## src/rtl/cfg_port_pkg.sv

```systemverilog
package cfg_port_pkg;
    localparam logic [7:0] KEY_OPEN  = 8'h83;
    localparam logic [7:0] KEY_CLOSE = 8'hAA;
    localparam logic [7:0] IX_SRST   = 8'h02;
    localparam logic [7:0] IX_DEVNUM = 8'h07;
    localparam logic [7:0] IX_IDHI   = 8'h20;
    localparam logic [7:0] IX_IDLO   = 8'h21;
    localparam logic [7:0] IX_POWER  = 8'h22;
    localparam logic [7:0] IX_OPTS   = 8'h26;
    localparam logic [7:0] IX_BANK0  = 8'h30;
    localparam logic [7:0] ID_UPPER  = 8'h71;
    localparam logic [3:0] ID_FAMILY = 4'h1;
    localparam logic [7:0] PAIR_LO   = 8'h2E;
    localparam logic [7:0] PAIR_HI   = 8'h4E;

    typedef enum logic [1:0] {
        ST_SHUT = 2'd0,
        ST_HALF = 2'd1,
        ST_OPEN = 2'd2
    } seq_e;
endpackage

```

## src/rtl/cfg_port_seq.sv

```systemverilog
module cfg_port_seq
    import cfg_port_pkg::*;
(
    input  logic       clk,
    input  logic       rst_n,
    input  logic       idx_wr,
    input  logic [7:0] wdata,
    output logic       cfg_open,
    output logic [7:0] cur_idx
);
    typedef struct packed {
        seq_e       st;
        logic [7:0] idx;
    } seq_t;

    seq_t s_d, s_q;

    always_comb begin
        s_d = s_q;
        if (idx_wr) begin
            case (s_q.st)
                ST_SHUT: s_d.st = (wdata == KEY_OPEN) ? ST_HALF : ST_SHUT;
                ST_HALF: s_d.st = (wdata == KEY_OPEN) ? ST_OPEN : ST_SHUT;
                ST_OPEN: begin
                    if (wdata == KEY_CLOSE) begin
                        s_d.st  = ST_SHUT;
                        s_d.idx = 8'h00;
                    end else begin
                        s_d.idx = wdata;
                    end
                end
                default: s_d.st = ST_SHUT;
            endcase
        end
    end

    always_ff @(posedge clk) begin
        if (!rst_n) s_q <= '{st: ST_SHUT, idx: 8'h00};
        else        s_q <= s_d;
    end

    assign cfg_open = (s_q.st == ST_OPEN);
    assign cur_idx  = s_q.idx;
endmodule

```

## src/rtl/cfg_port_bank.sv

```systemverilog
module cfg_port_bank #(
    parameter int NDEV  = 4,
    parameter int DEPTH = 4,
    parameter int DW    = 8,
    localparam int DEV_W  = (NDEV > 1) ? $clog2(NDEV) : 1,
    localparam int SLOT_W = (DEPTH > 1) ? $clog2(DEPTH) : 1
) (
    input  logic                       clk,
    input  logic                       rst_n,
    input  logic                       clr,
    input  logic                       wr_en,
    input  logic [DEV_W-1:0]           dev,
    input  logic [SLOT_W-1:0]          slot,
    input  logic [DW-1:0]              wdata,
    output logic [DW-1:0]              rdata,
    output logic [NDEV*DEPTH*DW-1:0]   flat
);
    logic [NDEV-1:0][DEPTH-1:0][DW-1:0] mem_d, mem_q;

    always_comb begin
        mem_d = mem_q;
        if (clr)        mem_d = '0;
        else if (wr_en) mem_d[dev][slot] = wdata;
    end

    always_ff @(posedge clk) begin
        if (!rst_n) mem_q <= '0;
        else        mem_q <= mem_d;
    end

    assign rdata = mem_q[dev][slot];
    assign flat  = mem_q;
endmodule

```

## src/rtl/cfg_port.sv

```systemverilog
module cfg_port
    import cfg_port_pkg::*;
#(
    parameter int         NDEV       = 4,
    parameter int         BANK_DEPTH = 4,
    parameter logic [3:0] REV        = 4'h3
) (
    input  logic                          clk,
    input  logic                          rst_n,
    input  logic                          strap,
    input  logic                          io_wr,
    input  logic                          io_rd,
    input  logic [7:0]                    io_addr,
    input  logic [7:0]                    io_wdata,
    output logic [7:0]                    io_rdata,
    output logic                          cfg_mode,
    output logic [2:0]                    if_on,
    output logic [NDEV*BANK_DEPTH*8-1:0]  bank_regs
);
    localparam int DEV_W  = (NDEV > 1) ? $clog2(NDEV) : 1;
    localparam int SLOT_W = (BANK_DEPTH > 1) ? $clog2(BANK_DEPTH) : 1;

    typedef struct packed {
        logic [DEV_W-1:0] devnum;
        logic [2:0]       power;
        logic             pair_sel;
        logic             lock;
        logic             strap_cap;
    } glb_t;

    glb_t glb_d, glb_q;

    logic [7:0] idx_port, dat_port, cur_index, bank_off, bank_rd, rd_val;
    logic       idx_wr, dat_wr, wr_ok, in_bank, soft_rst, lock_on;

    assign idx_port = glb_q.pair_sel ? PAIR_HI : PAIR_LO;
    assign dat_port = idx_port + 8'd1;
    assign idx_wr   = io_wr && (io_addr == idx_port);
    assign lock_on  = glb_q.lock;

    cfg_port_seq u_seq (
        .clk      (clk),
        .rst_n    (rst_n),
        .idx_wr   (idx_wr),
        .wdata    (io_wdata),
        .cfg_open (cfg_mode),
        .cur_idx  (cur_index)
    );

    assign dat_wr   = io_wr && (io_addr == dat_port) && cfg_mode;
    assign wr_ok    = dat_wr && (!glb_q.lock || (cur_index == IX_OPTS));
    assign bank_off = cur_index - IX_BANK0;
    assign in_bank  = (cur_index >= IX_BANK0) && (32'(bank_off) < 32'(BANK_DEPTH));
    assign soft_rst = wr_ok && (cur_index == IX_SRST) && io_wdata[0];

    cfg_port_bank #(
        .NDEV  (NDEV),
        .DEPTH (BANK_DEPTH),
        .DW    (8)
    ) u_bank (
        .clk   (clk),
        .rst_n (rst_n),
        .clr   (soft_rst),
        .wr_en (wr_ok && in_bank),
        .dev   (glb_q.devnum),
        .slot  (bank_off[SLOT_W-1:0]),
        .wdata (io_wdata),
        .rdata (bank_rd),
        .flat  (bank_regs)
    );

    always_comb begin
        glb_d = glb_q;
        if (soft_rst) begin
            glb_d.devnum   = '0;
            glb_d.power    = 3'b100;
            glb_d.pair_sel = ~glb_q.strap_cap;
            glb_d.lock     = 1'b0;
        end else if (wr_ok) begin
            case (cur_index)
                IX_DEVNUM: glb_d.devnum = io_wdata[DEV_W-1:0];
                IX_POWER:  glb_d.power  = io_wdata[7:5];
                IX_OPTS: begin
                    glb_d.pair_sel = io_wdata[6];
                    glb_d.lock     = io_wdata[5];
                end
                default: ;
            endcase
        end
    end

    always_ff @(posedge clk) begin
        if (!rst_n) begin
            glb_q <= '{devnum: '0, power: 3'b100, pair_sel: ~strap,
                       lock: 1'b0, strap_cap: strap};
        end else begin
            glb_q <= glb_d;
        end
    end

    always_comb begin
        rd_val = 8'h00;
        case (cur_index)
            IX_DEVNUM: rd_val = 8'(glb_q.devnum);
            IX_IDHI:   rd_val = ID_UPPER;
            IX_IDLO:   rd_val = {ID_FAMILY, REV};
            IX_POWER:  rd_val = {glb_q.power, 5'b0};
            IX_OPTS:   rd_val = {1'b0, glb_q.pair_sel, glb_q.lock, 5'b0};
            default:   if (in_bank) rd_val = bank_rd;
        endcase
    end

    assign io_rdata = (io_rd && cfg_mode && (io_addr == dat_port)) ? rd_val : 8'h00;
    assign if_on    = glb_q.power;
endmodule

```

## config.mk

```make
export PLATFORM = sky130hd
export DESIGN_NAME = cfg_port
export DESIGN_NICKNAME = d
export VERILOG_FILES = /design/src/rtl/cfg_port_pkg.sv /design/src/rtl/cfg_port_seq.sv /design/src/rtl/cfg_port_bank.sv /design/src/rtl/cfg_port.sv
export SDC_FILE = /design/constraint.sdc
export NUM_CORES = 1
export LEC_CHECK = 0
export BUFFER_PORTS_ARGS = -buffer_cell sky130_fd_sc_hd__buf_4
export CAP_MARGIN = 20
export CORE_ASPECT_RATIO = 1.4
export CORE_MARGIN = 2
export CORE_UTILIZATION = 55
export DETAILED_ROUTE_END_ITERATION = 10
export PLACE_DENSITY_LB_ADDON = 0.15
export SYNTH_ARGS = -nofsm -noshare
export SYNTH_HDL_FRONTEND = slang
export SYNTH_SLANG_ARGS = --single-unit
```

## constraint.sdc

```tcl
create_clock -name clk -period 2.45 [get_ports clk]
set_input_delay 0.245 -clock clk [delete_from_list [all_inputs] [get_ports clk]]
set_output_delay 0.245 -clock clk [all_outputs]
set_load 0.03 [all_outputs]
```

; Word-level counts from Yosys, hierarchy flattened
; Cells that the tools add are included.
[totals]
input_bits = 21
regBits = 146
[op_classes]
add_sub_neg = 2
n_mux = 22
n_eq_ne = 15
n_bitwise = 3
n_reduce_logical = 22
magnitude_cmp = 6
[op_table]
columns = operator, n
row1 = 128-bit bitwise mux, 1
row2 = 32-bit binary-select mux with 2-bit select, 1
row3 = 32-bit demux with 2-bit select, 1
row4 = 32-bit two-way mux, 2
row5 = 8-bit two-way mux, 5
row6 = 8-bit one-hot mux with 5 select lines, 1
row7 = 8-bit by 6-bit equality test with 1-bit output (second input constant), 4
row8 = 8-bit binary-select mux with 2-bit select, 1
row9 = 8-bit demux with 2-bit select, 1
row10 = 8-bit equality test (second input constant), 2
row11 = 1-bit logical AND, 12
row12 = 2-bit AND reduction, 6
row13 = 2-bit two-way mux, 5
row14 = 7-bit by 1-bit adder with 8-bit output (second input constant), 1
row15 = 8-bit by 2-bit equality test with 1-bit output (second input constant), 1
row16 = 8-bit by 3-bit equality test with 1-bit output (second input constant), 1
row17 = 8-bit by 7-bit equality test with 1-bit output, 1
row18 = 8-bit equality test, 1
row19 = 8-bit by 6-bit greater-or-equal comparator with 1-bit output (second input constant), 1
row20 = 8-bit by 3-bit less-than comparator with 1-bit output (second input constant), 1
row21 = 8-bit by 6-bit subtractor with 8-bit output (second input constant), 1
row22 = 7-bit two-way mux, 1
row23 = 2-bit by 3-bit less-than comparator with 1-bit output (second input constant), 2
row24 = 3-bit by 1-bit != test with 1-bit output (second input constant), 2
row25 = other kinds (12), 15

; Depth between registers and ports, before layout
; Gate-level depths: netlist (run 1).
[logic_depth]
depth_word = 10
ltp_mapped = 8
depth_no_buf = 4

; By module
; From an unflattened synthesis (run 1), not the netlist that was laid out.
[unflattened]
hier_cells = 877
hier_area_um2 = 7601.0
[modules_own_cells]
columns = mod, instances, cells_each, area_each_um2
row1 = cfg_port_bank, 1, 693, 6113.4
row2 = cfg_port, 1, 120, 935.9
row3 = cfg_port_seq, 1, 64, 551.8

; Least setup slack after synthesis (run 1)
; Ideal clock, no wire load.
[synth_timing]
path_kind = register to output
start = register u_seq.s_q[9] (netlist name)
end = output io_rdata[2]
path_stages_with_launch = 6
arrival_ns = 2.510
slack_ns = -0.305
cell_sequence = dfxtp_1 -> nor2b_1 -> o2111a_1 -> buf_2 -> nand3_1 -> nor3b_1
[synth_via]
elab_chain_cells = 4
[synth_rtl]
columns = element, line
row1 = start: declaration, cfg_port_seq.sv:16  ; seq_t s_d, s_q;
row2 = start signal: assignment, cfg_port_seq.sv:38  ; if (!rst_n) s_q <= '{st: ST_SHUT, idx: 8'h00};
row3 = 2-bit equality test, cfg_port_seq.sv:42  ; assign cfg_open = (s_q.st == ST_OPEN);
row4 = via cfg_mode, cfg_port.sv:16  ; output logic cfg_mode,
row5 = 1-bit logical AND (2 in a row), cfg_port.sv:113  ; assign io_rdata = (io_rd && cfg_mode && (io_addr == dat_port)) ? rd_val : 8'h00;
row6 = 8-bit two-way mux, cfg_port.sv:113
row7 = end: declaration, cfg_port.sv:15  ; output logic [7:0] io_rdata,
; The timed path passes the listed nets, and every way through them passes these cells.

; Final worst setup path (run 1)
[layout_timing]
start = register glb_q[2] (netlist name)
end = output io_rdata[1]
[layout_via]
elab_chain_cells = 5
[layout_rtl]
columns = element, line
row1 = start: declaration, cfg_port.sv:31  ; glb_t glb_d, glb_q;
row2 = start signal: assignment, cfg_port.sv:94  ; glb_q <= '{devnum: '0, power: 3'b100, pair_sel: ~strap,
row3 = start signal: assignment, cfg_port.sv:97  ; glb_q <= glb_d;
row4 = 7-bit two-way mux, cfg_port.sv:36  ; assign idx_port = glb_q.pair_sel ? PAIR_HI : PAIR_LO;
row5 = 7-bit by 1-bit adder with 8-bit output, cfg_port.sv:37  ; assign dat_port = idx_port + 8'd1;
row6 = 8-bit equality test, cfg_port.sv:113
row7 = 1-bit logical AND, cfg_port.sv:113
row8 = 8-bit two-way mux, cfg_port.sv:113
; No other way between the ends.

==> results of run 1 <==
-- worst reg2reg max path, cell delays in order (launching register included) --
cell and delay [ps]:
dfxtp_4 360, or4b_4 630, buf_4 190, o31ai_4 150
buf_4 190, buf_4 190, nand4_4 260, mux2i_1 290
-- through the flow --
| stage | hold slack (ps) | instances | setup TNS (ps) | setup WS (ps) | total power, mW |
|---|---|---|---|---|---|
| 3_3_place_gp | 436 | 1013 | 0 | 61.9 | 2.61 |
| 5_1_grt | 87.0 | 1061 | -786 | -114 | 5.39 |
| 6_report | 89.1 | 1061 | -354 | -68.0 | 5.28 |
| 4_1_cts | 72.0 | 1059 | -327 | -78.3 | 5.28 |
| 2_1_floorplan | 344 | 712 | 0 | 28.4 | 2.53 |
| 3_5_place_dp | 438 | 1013 | 0 | 6.59 | 2.62 |
-- metal layers --
metal  share of wire  track usage  routed length, microns
met1            0.37        0.441                   10700
met2            0.50        0.653                   14600
met3           0.066       0.0572                    1920
met4           0.062        0.240                    1800
met5               0            0                       0
-- cell families (layout without fill, tap and decap cells) --
logic type / after synthesis / after routing / share of synthesized area
multiplexers: 165 / 165 / 0.269
AND/OR/NAND/NOR: 110 / 111 / 0.110
buffers and inverters: 97 / 259 / 0.0511
flip-flops: 146 / 146 / 0.381
AO/OA/AOI/OAI: 194 / 195 / 0.189
-- placed cells by master (no fill, tap or decap), types with 3 or more instances in the layout --
| master | n |
|---|---|
| a21oi_1 | 10 |
| a31o_2 | 3 |
| a31oi_1 | 3 |
| a32o_1 | 4 |
| buf_12 | 13 |
| buf_4 | 192 |
| buf_6 | 11 |
| clkbuf_16 | 17 |
| clkinv_8 | 4 |
| dfxtp_1 | 137 |
| dfxtp_2 | 4 |
| dfxtp_4 | 3 |
| inv_1 | 8 |
| inv_6 | 5 |
| inv_8 | 3 |
| mux2i_1 | 131 |
| mux4_2 | 34 |
| nand2_1 | 5 |
| nand2b_1 | 7 |
| nand3_1 | 6 |
| nand4_1 | 8 |
| nand4_2 | 3 |
| nand4_4 | 12 |
| nor2_1 | 8 |
| nor3_1 | 5 |
| nor3_2 | 3 |
| nor4_1 | 18 |
| nor4b_1 | 3 |
| o211ai_1 | 140 |
| o21ai_0 | 6 |
| or4_4 | 3 |
-- final timing paths --
path                            slack, ps               end  depth (start not counted)             start
worst max-delay path                  -70       io_rdata[1]                          6          glb_q[2]
worst min-delay path                   90  u_seq.cur_idx[3]                          2       io_wdata[3]
worst max register to register        110   u_bank.flat[96]                          7  u_seq.cur_idx[4]
worst min register to register        510          if_on[1]                          2          if_on[1]
-- layout make-up --
type | instances | share of cell area
Sequential cell | 146 | 0.286
Timing Repair Buffer | 219 | 0.180
Multi-Input combinational cell | 471 | 0.449
Tap cell | 185 | 0.0224
Clock inverter | 15 | 0.0180
Inverter | 8 | 0.00290
Clock buffer | 17 | 0.0411
-- registers in the layout (all words and copies together), names as in the netlist --
register and cells:
lock_on 1, glb_d 1, if_on 3, u_seq.s_q 2
u_seq.cur_idx 8, glb_q 3, u_bank.flat 128
-- cells in the mapped netlist, drive strengths merged (5+ instances only) --
cell,instances
buf,20
mux4,34
mux2i,131
nand4,23
clkbuf,69
nand3,7
a21oi,13
o211ai,140
nor3,8
nor4,20
nand2b,9
dfxtp,144
inv,8
nand2,5
o21ai,6
nor2,10
-- power by group --
group,switching (mW),total (mW),internal (mW)
Sequential,0.00326,2.38,2.38
Combinational,0.137,0.195,0.0576
Clock,1.23,2.70,1.47
-- timing repair --
action	CTS	global route
pin swaps	16	7
resized for setup	53	14
gates cloned	1	1
buffers inserted	12	1
hold buffers	1	0
endpoints found under the hold margin	1	0
setup endpoints to repair	15	69
==> flow_metrics.env, run 1 <==
export IMPL_status="finished, violations left"
export IMPL_violations="negative setup slack"
export IMPL_syn2layout_area_growth_pct=34.0
export IMPL_n_fill_cell=1000
export IMPL_fmax_mhz=397
export IMPL_grt_pass1_vias=7127
export IMPL_ys_seq_area_frac=0.381
export IMPL_rsz0062_at_grt="true"
export IMPL_dpl_cell_area_sq_um=9280
export IMPL_drt_iter0_markers=623
export IMPL_vias=7339
export IMPL_yosysWarnings=0
export IMPL_crit_type="flop to output port"
export IMPL_cts_root_buf="clkbuf_16"
export IMPL_drt_vias_per_instance=6.92
export IMPL_finalMaxSlewViolations=0
export IMPL_relSlewSlack=0.567
export IMPL_grt_pass1_wl_mm=43.2
export IMPL_power_density_nw_per_um2=510
export IMPL_critPathCaptureType="output port"
export IMPL_cpPeakStageDelay_ps=480
export IMPL_max_clock_path_buffers=2
export IMPL_syn_area_per_cell_sq_um=10.8
export IMPL_io_pins=161
export IMPL_drc=0
export IMPL_post_route_util=0.747
export IMPL_hold_viol=0
export IMPL_die_w_microns=104
export IMPL_synthTopCellsByArea="dfxtp_1, mux2i_1, o211ai_1"
export IMPL_final_setup_viol_count=8
export IMPL_synthCells=712
export IMPL_cts_buffers_inserted=17
export IMPL_h_tree_depth=4
export IMPL_die_area_sq_um=15000
export IMPL_cap_violations=0
export IMPL_synth_top_cell_area_share=0.373
export IMPL_antenna_found_initial=0
export IMPL_hpwl_mm=19.5
export IMPL_async_reset_ff_frac=0
export IMPL_worst_setup_path_start_kind="flop"
export IMPL_core_sq_um=13800
export IMPL_port_buffer_count=160
export IMPL_cp_slowest_cell="edfxtp_1"
export IMPL_crit_fanout=5
export IMPL_period_minus_slack_ps=2520
export IMPL_postRouteAntennaNets=0
export IMPL_worst_endpoint_arrival_ps=2270
export IMPL_irDropWorstVdd_mv=0.473
export IMPL_regArea_sq_um=2960
export IMPL_die_y_microns=144
export IMPL_synth_main_ff_cell="dfxtp_1"
export IMPL_routabilityCongestion=0.967
export IMPL_hp_class="primary input to flop"
export IMPL_skew_ps=11.1
export IMPL_antenna_cells=0
export IMPL_synth_cell_types=54
export IMPL_path_buf_inv=2
export IMPL_period_share=1.03
export IMPL_synth_fp_nets=733
export IMPL_grtUsageTotal=0.378
export IMPL_drive_gt1_frac=0.395
export IMPL_overflow=0
export IMPL_core_rowCount=51
export IMPL_crit_chain="and3b_2, o2111a_2, nand3_4, buf_4, a31oi_1, buf_4"
export IMPL_cp_required_ps=2200
export IMPL_dr_pass1_iters=5
export IMPL_nets=884
export IMPL_p_leak_nw=4.51
export IMPL_multi_input_area_sq_um=4640
export IMPL_grt_max_degree=104
export IMPL_cpMostUsedCell="buf_4"
export IMPL_final_cell_area_sq_um=10300
export IMPL_routedWlPerCell_microns=27.4
export IMPL_worst_slew_pin_slew_ps=649
export IMPL_start_util=0.558
export IMPL_clock_latency_ps=430
export IMPL_wl_mm=29.1
export IMPL_yosys_area_top_type="dfxtp_1"
export IMPL_cts_tree="yes"
export IMPL_ys_seq_elements=146
export IMPL_cts_sinks=146
export IMPL_synth_edf_count=2
export IMPL_syn_area_sq_um=7720
export IMPL_path_clk_slew_ps=70
export IMPL_fin_ws_ps=-68.0
export IMPL_cp_top_family="compound AO/OA/AOI/OAI gates"
Power figures use the tool's default switching activity.
==> inputs of run 2 (changes only) <==
--- a/config.mk
+++ b/config.mk
@@ -8,9 +8,9 @@
 export BUFFER_PORTS_ARGS = -buffer_cell sky130_fd_sc_hd__buf_4
 export CAP_MARGIN = 20
 export CORE_ASPECT_RATIO = 1.4
-export CORE_MARGIN = 2
-export CORE_UTILIZATION = 55
+export CORE_UTILIZATION = 35
 export DETAILED_ROUTE_END_ITERATION = 10
+export GPL_ROUTABILITY_DRIVEN = 0
 export PLACE_DENSITY_LB_ADDON = 0.15
 export SYNTH_ARGS = -nofsm -noshare
 export SYNTH_HDL_FRONTEND = slang
==> flow_metrics.env, run 2 (same netlist as run 1, synthesis figures left out) <==
export IMPL_status="finished, violations left"
export IMPL_violations="negative setup slack"
export IMPL_switchingPower_mw=1.19
export IMPL_antenna_cells=0
export IMPL_fin_ws_ps=-127
export IMPL_syn2layout_area_growth_pct=37.8
export IMPL_fin_tns_setup_ps=-622
export IMPL_skew_ps=10.6
export IMPL_reg2reg_slack_ps=90
export IMPL_postRouteAntennaNets=0
export IMPL_grt_pass1_wl_mm=44.1
export IMPL_cap_violations=0
export IMPL_drive_gt1_frac=0.398
export IMPL_grtUsageTotal=0.263
export IMPL_cp_top_family="buffers and inverters"
export IMPL_clock_latency_ps=430
export IMPL_use_met2=0.444
export IMPL_rsz0062_at_grt="true"
export IMPL_max_clock_path_buffers=2
export IMPL_period_minus_slack_ps=2580
export IMPL_io_pins=161
export IMPL_n_fill_cell=1969
export IMPL_power_density_nw_per_um2=502
export IMPL_die_y_microns=178
export IMPL_antenna_found_initial=0
export IMPL_cp_slowest_cell="or4_1"
export IMPL_place_worst_setup_slack_ps=110
export IMPL_finalMaxSlewViolations=0
export IMPL_hpwl_mm=20.7
export IMPL_core_sq_um=21400
export IMPL_use_met1=0.316
export IMPL_vias=7243
export IMPL_grt_pass1_vias=7031
export IMPL_drc=0
export IMPL_cts_tree="yes"
export IMPL_grt_util_met3=0.0509
export IMPL_grt_max_degree=97
export IMPL_path_clk_slew_ps=60
export IMPL_relSlewSlack=0.564
export IMPL_final_setup_viol_count=8
export IMPL_irDropWorstVdd_mv=0.467
export IMPL_dr_pass1_iters=5
export IMPL_drt_iter0_markers=593
export IMPL_cts_root_buf="clkbuf_16"
export IMPL_period_share=1.05
export IMPL_wl_mm=30.2
export IMPL_h_tree_depth=4
export IMPL_largest_register_ffs=128
export IMPL_die_w_microns=128
export IMPL_worst_endpoint_arrival_ps=2330
export IMPL_crit_chain="buf_8, clkbuf_16, mux4_2, o22ai_2, or4_1, a21oi_2, buf_6"
export IMPL_combPwrFrac=0.038
export IMPL_die_area_sq_um=22700
export IMPL_cpPeakStageDelay_ps=430
export IMPL_drt_vias_per_instance=6.17
export IMPL_clkPwrFrac=0.516
export IMPL_overflow=0
export IMPL_crit_type="flop to output port"
export IMPL_hp_class="primary input to flop"
export IMPL_layout_commonest_cell="buf_4"
export IMPL_routedWlPerCell_microns=25.7
export IMPL_pwr_share_seq=0.446
export IMPL_start_util=0.360
export IMPL_swShare=0.222
export IMPL_port_buffer_count=160
export IMPL_p_leak_nw=4.56
export IMPL_cts_sinks=146
export IMPL_core_rowCount=63
export IMPL_cp_required_ps=2200
export IMPL_worst_setup_path_start_kind="flop"
export IMPL_nets=891
export IMPL_layout_common_cells="buf_4, o211ai_1, dfxtp_1"
export IMPL_hold_viol=0
export IMPL_path_buf_inv=3
export IMPL_worst_slew_pin_slew_ps=654
export IMPL_p_int_mw=4.16
export IMPL_fmax_mhz=388
export IMPL_critPathCaptureType="output port"
export IMPL_top_usage_layer="met2"
export IMPL_cts_buffers_inserted=17
export IMPL_crit_fanout=7
run 2: cell types whose count changed in the layout (fill, tap and decap cells not counted), sizes merged:
cell,change
o2111ai,-1
inv,-8
buf,+6
bufinv,+2
clkinvlp,+1
clkbuf,+10
or4b,-1
clkinv,-3
run 2: path summary, 6_finish.rpt:
kind,cells after the start,from,end
worst min-delay path,2,io_wdata[1],u_seq.cur_idx[1]
worst max register to register,6,u_seq.cur_idx[4],u_bank.flat[116]
worst max-delay path,7,glb_q[7],io_rdata[4]
worst min register to register,2,if_on[0],if_on[0]
run 2: cell type report:
type	count	area, sq um	share of cell area
Timing Repair Buffer	228	2010	0.189
Sequential cell	146	2960	0.278
Inverter	8	30.0	0.00282
Clock inverter	7	124	0.0116
Multi-Input combinational cell	469	4660	0.438
Clock buffer	24	492	0.0462
Tap cell	292	365	0.0343
run 2: what timing repair did:
action / CTS / global route
resized for setup: 45 / 30
hold buffers: 1 / 0
buffers inserted: 6 / 13
pin swaps: 9 / 10
hold endpoints to repair: 1 / 0
gates cloned: 1 / 3
setup endpoints to repair: 8 / 29
run 2: routing by layer:
metal	routed length (microns)	up-vias
li1	-	3168
met1	11900	3629
met2	15000	373
met3	1940	73
met4	1400	0
met5	0	-
run 2: through the flow:
step	hold WS [ps]	utilization	cell area, sq um	std cells	total power, mW
4_1_cts	71.7	0.482	10300	1159	5.35
2_1_floorplan	344	-	7740	712	2.53
3_3_place_gp	438	0.440	9430	1120	2.63
3_5_place_dp	436	0.440	9430	1120	2.63
6_report	88.9	0.496	10600	1174	5.34
5_1_grt	80.2	0.496	10600	1174	5.47
run 2: power groups by stage:
stage | logic [mW] | clock network [mW] | registers [mW]
after global placement | 0.193 | 0 | 2.44
after global routing | 0.215 | 2.87 | 2.38
after CTS | 0.199 | 2.77 | 2.38
final | 0.205 | 2.76 | 2.38
after detailed placement | 0.195 | 0 | 2.44
after floorplan | 0.0903 | 0 | 2.44
